[src/rtl/txf_pkg.sv]
package txf_pkg;

    parameter int TXF_DATA_W = 8;
    localparam int TXF_IDX_W = $clog2(TXF_DATA_W);

    typedef enum logic [2:0] {
        ST_IDLE,
        ST_START,
        ST_DATA,
        ST_PAR,
        ST_STOP
    } txf_state_e;

    typedef struct packed {
        txf_state_e              state;
        logic [TXF_DATA_W-1:0]   shreg;
        logic [TXF_IDX_W-1:0]    bit_idx;
        logic [TXF_IDX_W-1:0]    last_idx;
        logic                    stop_idx;
        logic                    two_stop;
        logic                    par_en;
        logic                    par_bit;
        logic                    fast;
        logic                    line;
    } txf_regs_t;

endpackage

[src/rtl/txf_bit_timer.sv]
module txf_bit_timer #(
    parameter int SLOW_TICKS = 16,
    parameter int FAST_TICKS = 8
) (
    input  logic clk,
    input  logic rst_n,
    input  logic clear,
    input  logic baud_tick,
    input  logic fast,
    output logic bit_done
);
    localparam int CNT_W = $clog2(SLOW_TICKS);
    localparam logic [CNT_W-1:0] SLOW_LAST = CNT_W'(SLOW_TICKS - 1);
    localparam logic [CNT_W-1:0] FAST_LAST = CNT_W'(FAST_TICKS - 1);

    logic [CNT_W-1:0] cnt_d, cnt_q;
    logic [CNT_W-1:0] last;

    always_comb begin
        last     = fast ? FAST_LAST : SLOW_LAST;
        bit_done = baud_tick && (cnt_q == last) && !clear;
        cnt_d    = cnt_q;
        if (clear) begin
            cnt_d = '0;
        end else if (baud_tick) begin
            cnt_d = (cnt_q == last) ? '0 : cnt_q + 1'b1;
        end
    end

    always_ff @(posedge clk or negedge rst_n) begin
        if (!rst_n) cnt_q <= '0;
        else        cnt_q <= cnt_d;
    end
endmodule

[src/rtl/txf_parity_gen.sv]
module txf_parity_gen
    import txf_pkg::*;
(
    input  logic [TXF_DATA_W-1:0] data,
    input  logic [TXF_IDX_W-1:0]  last_idx,
    input  logic                  sel_even,
    input  logic                  stick,
    output logic                  par_bit
);
    logic [TXF_DATA_W-1:0] masked;

    genvar gi;
    generate
        for (gi = 0; gi < TXF_DATA_W; gi++) begin : g_mask
            assign masked[gi] = data[gi] && (TXF_IDX_W'(gi) <= last_idx);
        end
    endgenerate

    always_comb begin
        if (stick) par_bit = !sel_even;
        else       par_bit = sel_even ? ^masked : ~^masked;
    end
endmodule

[src/rtl/uart_tx_framer.sv]
module uart_tx_framer
    import txf_pkg::*;
#(
    parameter int SLOW_TICKS = 16,
    parameter int FAST_TICKS = 8
) (
    input  logic                  clk,
    input  logic                  rst_n,
    input  logic                  baud_tick,
    input  logic                  in_valid,
    input  logic [TXF_DATA_W-1:0] in_data,
    output logic                  in_ready,
    input  logic [1:0]            cfg_wlen,
    input  logic                  cfg_two_stop,
    input  logic                  cfg_par_en,
    input  logic                  cfg_par_even,
    input  logic                  cfg_par_stick,
    input  logic                  cfg_fast,
    input  logic                  cfg_break,
    output logic                  txd,
    output logic                  busy,
    output logic                  idle
);
    localparam int MIN_WORD = 5;

    txf_regs_t r_d, r_q;
    logic timer_clear;
    logic bit_done;
    logic [TXF_IDX_W-1:0] new_last;
    logic new_par;

    assign new_last = TXF_IDX_W'(cfg_wlen) + TXF_IDX_W'(MIN_WORD - 1);

    txf_parity_gen u_par (
        .data     (in_data),
        .last_idx (new_last),
        .sel_even (cfg_par_even),
        .stick    (cfg_par_stick),
        .par_bit  (new_par)
    );

    txf_bit_timer #(
        .SLOW_TICKS (SLOW_TICKS),
        .FAST_TICKS (FAST_TICKS)
    ) u_timer (
        .clk       (clk),
        .rst_n     (rst_n),
        .clear     (timer_clear),
        .baud_tick (baud_tick),
        .fast      (r_q.fast),
        .bit_done  (bit_done)
    );

    always_comb begin
        r_d         = r_q;
        timer_clear = (r_q.state == ST_IDLE);
        case (r_q.state)
            ST_IDLE: begin
                r_d.line = 1'b1;
                if (in_valid) begin
                    r_d.state    = ST_START;
                    r_d.shreg    = in_data;
                    r_d.last_idx = new_last;
                    r_d.bit_idx  = '0;
                    r_d.stop_idx = 1'b0;
                    r_d.two_stop = cfg_two_stop;
                    r_d.par_en   = cfg_par_en;
                    r_d.par_bit  = new_par;
                    r_d.fast     = cfg_fast;
                    r_d.line     = 1'b0;
                end
            end
            ST_START: begin
                if (bit_done) begin
                    r_d.state = ST_DATA;
                    r_d.line  = r_q.shreg[0];
                    r_d.shreg = r_q.shreg >> 1;
                end
            end
            ST_DATA: begin
                if (bit_done) begin
                    if (r_q.bit_idx == r_q.last_idx) begin
                        if (r_q.par_en) begin
                            r_d.state = ST_PAR;
                            r_d.line  = r_q.par_bit;
                        end else begin
                            r_d.state = ST_STOP;
                            r_d.line  = 1'b1;
                        end
                    end else begin
                        r_d.bit_idx = r_q.bit_idx + 1'b1;
                        r_d.line    = r_q.shreg[0];
                        r_d.shreg   = r_q.shreg >> 1;
                    end
                end
            end
            ST_PAR: begin
                if (bit_done) begin
                    r_d.state = ST_STOP;
                    r_d.line  = 1'b1;
                end
            end
            ST_STOP: begin
                if (bit_done) begin
                    if (r_q.two_stop && !r_q.stop_idx) begin
                        r_d.stop_idx = 1'b1;
                    end else begin
                        r_d.state = ST_IDLE;
                        r_d.line  = 1'b1;
                    end
                end
            end
            default: begin
                r_d.state = ST_IDLE;
                r_d.line  = 1'b1;
            end
        endcase
    end

    always_ff @(posedge clk or negedge rst_n) begin
        if (!rst_n) begin
            r_q          <= '0;
            r_q.state    <= ST_IDLE;
            r_q.line     <= 1'b1;
        end else begin
            r_q <= r_d;
        end
    end

    assign in_ready = (r_q.state == ST_IDLE);
    assign busy     = (r_q.state != ST_IDLE);
    assign idle     = (r_q.state == ST_IDLE) && !cfg_break;
    assign txd      = cfg_break ? 1'b0 : r_q.line;

endmodule

[config.mk]
export PLATFORM = sky130hd
export DESIGN_NAME = uart_tx_framer
export DESIGN_NICKNAME = d
export VERILOG_FILES = /design/src/rtl/txf_pkg.sv /design/src/rtl/txf_bit_timer.sv /design/src/rtl/txf_parity_gen.sv /design/src/rtl/uart_tx_framer.sv
export SDC_FILE = /design/constraint.sdc
export NUM_CORES = 1
export LEC_CHECK = 0
export ABC_AREA = 0
export BUFFER_PORTS_ARGS = -buffer_cell sky130_fd_sc_hd__buf_2
export CORE_MARGIN = 5
export CORE_UTILIZATION = 32
export CTS_CLUSTER_SIZE = 20
export DETAILED_ROUTE_END_ITERATION = 6
export GPL_ROUTABILITY_DRIVEN = 0
export GPL_TIMING_DRIVEN = 0
export PLACE_DENSITY = 0.49
export SYNTH_ARGS = -nofsm -noshare
export SYNTH_HDL_FRONTEND = slang
export SYNTH_SLANG_ARGS = --single-unit
export TNS_END_PERCENT = 100
[constraint.sdc]
create_clock -name clk -period 5.4 [get_ports clk]
set_input_delay 0.54 -clock clk [delete_from_list [all_inputs] [get_ports clk]]
set_output_delay 0.54 -clock clk [all_outputs]
set_load 0.005 [all_outputs]
==> out/qor.yml <==
status: "complete, no violations"
synth_warnings: 0
remaining_drc_errors: 0
mappedNetlistNets: 188
worst_setup_path_end_kind: "flip-flop"
async_flop_share_pct: 100
core_area_um2: 4790
antenna_found_initial: 0
drive_above_1_share_pct: 25.9
die_y_um: 80.9
hp-class: "in -> async"
finClkSkew_ns: 0.00537
nFillCells: 472
rsz0062_at_grt: "false"
grt_pass1_vias: 1280
ir_drop_uv: 145
use_met2_pct: 19.0
rows: 25
cts_buffers: 3
cts_hold_buf: 0
grt_max_degree: 28
timing.setup.tns_ns: 0
grtUsageMet1_pct: 16.6
synth_seq_area_share_pct: 42.1
multi_input_comb_area_um2: 871
ant_nets: 0
viasPerCell: 4.93
setup_viol: 0
vias: 1282
tightest_slew_ns: 0.804
cts_sinks: 27
drtIter0Drc: 121
synth_seq_cells: 27
finalHoldViolations: 0
avgSynthCellArea_um2: 9.69
yosysUniqueCellTypes: 43
grt_most_used_layer: "met2"
clk_pin_slew_worst_paths_ns: 0.10
root_buffer: "clkbuf_8"
htree_levels: 1
cp_max_fo: 8
postCtsSetupRepairBufs: 0
required_ns: 5.56
insertion_delay_ns: 0.27
slew_headroom_pct: 46.0
final-max-slew-violation-count: 0
dieArea_um2: 6540
cts_tree: "yes"
fmax_mhz: 430
syn_area_um2: 1610
period_share_pct: 43.1
drt_first_pass_iters: 5
syn_to_final_growth_pct: 15.3
start_kind: "flip-flop"
start_util_pct: 33.6
placed_area_um2: 1810
p_per_area_nw_per_um2: 416
drt_wl_total_mm: 3.50
fin_area_um2: 1850
layout.nets: 216
p_leak_nw: 0.794
power.total_mw: 0.770
synth_edf_count: 0
gr-usage-met3_pct: 1.88
port_buffers: 23
ctsResizeCount: 0
gr-total-overflow: 0
cp.arrival_ns: 2.49
diodes: 0
ff_latch_area_um2: 677
hpwlAfterDp_mm: 2.74
wl_per_cell_um: 13.5
grt_usage_pct: 11.9
grt_pass1_wl_mm: 6.11
cap_viol_max_count: 0
synth_top_flop_cell: "dfrtp_1"
clk_path_buf_depth: 2
fp.dieW_um: 80.9
ioPinCount: 24
synthCells: 166
post-route-min-period_ns: 2.33
path_class: "reg -> reg"
## cells in the final DEF, fill, tap and decap left out, types with 2 or more instances in the layout
master | Yosys | layout
ha_1 | 2 | 2
a21boi_0 | 2 | 2
nand3_1 | 2 | 2
buf_6 | 3 | 3
a21oi_1 | 4 | 4
nand2_1 | 27 | 27
nor2_1 | 12 | 12
o21ai_0 | 17 | 17
nand2b_1 | 3 | 3
and2_1 | 2 | 2
nor2b_1 | 2 | 2
mux2_2 | 12 | 12
a32o_1 | 2 | 2
dfrtp_1 | 26 | 26
mux2i_1 | 3 | 3
inv_1 | 3 | 3
buf_2 | 0 | 23
xnor2_1 | 8 | 8
clkbuf_1 | 4 | 4
nor3_1 | 5 | 5
clkbuf_8 | 0 | 3
a211oi_1 | 2 | 2
o21a_1 | 2 | 2
o31ai_1 | 2 | 2
## cells in the mapped netlist, types with 2 or more instances
cell type	count	area [um2]
a211oi_1	2	15.0
a21boi_0	2	15.0
a21oi_1	4	20.0
a32o_1	2	20.0
and2_1	2	12.5
buf_6	3	33.8
clkbuf_1	4	15.0
dfrtp_1	26	651
ha_1	2	25.0
inv_1	3	11.3
mux2_2	12	135
mux2i_1	3	30.0
nand2_1	27	101
nand2b_1	3	18.8
nand3_1	2	10.0
nor2_1	12	45.0
nor2b_1	2	12.5
nor3_1	5	25.0
o21a_1	2	15.0
o21ai_0	17	85.1
o31ai_1	2	15.0
xnor2_1	8	70.1
## critical path: stages (launching register included)
cell,delay (ns)
dfrtp_1,0.41
ha_1,0.19
nand2_1,0.11
or3_4,0.42
or3b_4,0.42
a31oi_4,0.29
mux2_2,0.37
## area by class of cell
type,instances,area share [%]
multi-input combinational,129,47.0
sequential,27,36.5
timing repair buffer,23,6.21
tap,67,4.52
buffer,7,2.63
clock buffer,3,2.23
inverter,3,0.608
clock inverter,1,0.270
## kinds of logic after synthesis
logic type,Yosys count,synth area share [%]
simple gates,62,18.8
compound gates,40,17.3
fa+ha+maj,2,1.56
flops,27,42.1
xor+xnor,10,6.30
buf+inv,10,3.73
mux,15,10.3
## where the power goes
| group | internal, mW | switching [mW] |
|---|---|---|
| sequential | 0.281 | 0.0484 |
| clock | 0.0517 | 0.0651 |
| combinational | 0.157 | 0.166 |
## path summary, 6_finish.rpt
check	depth (start not counted)	slack [ns]	endpoint	from
min reg2reg	2	0.49	r_q[2]	r_q[2]
max in group asynchronous	1	4.73	r_q[19]	rst_n
max	6	3.07	r_q[19]	u_timer.cnt_q[0]
min	1	0.27	r_q[20]	rst_n
max reg2reg	6	3.07	r_q[19]	u_timer.cnt_q[0]
min in group clk	3	0.48	r_q[3]	cfg_par_en
## sequential cells by signal, summed over array words and instances, names as in the netlist
name	cells
r_q	23
u_timer.cnt_q	4
## layer usage
metal / up-vias / wire length, um
met4: 0 / 19
met1: 598 / 1700
met5: - / 0
met2: 36 / 1600
met3: 2 / 183
li1: 646 / -
## metrics by stage
stage               util, %  hold WS (ns)  instances  setup WS [ns]
floorplan                 -         0.244        166           3.26
global placement       37.8         0.475        256           3.00
detailed placement     37.8         0.473        256           3.00
CTS                    38.7         0.294        260           3.06
global route           38.7         0.334        260           2.94
finish                 38.7         0.273        260           3.07
Power figures use the tool's default switching activity.
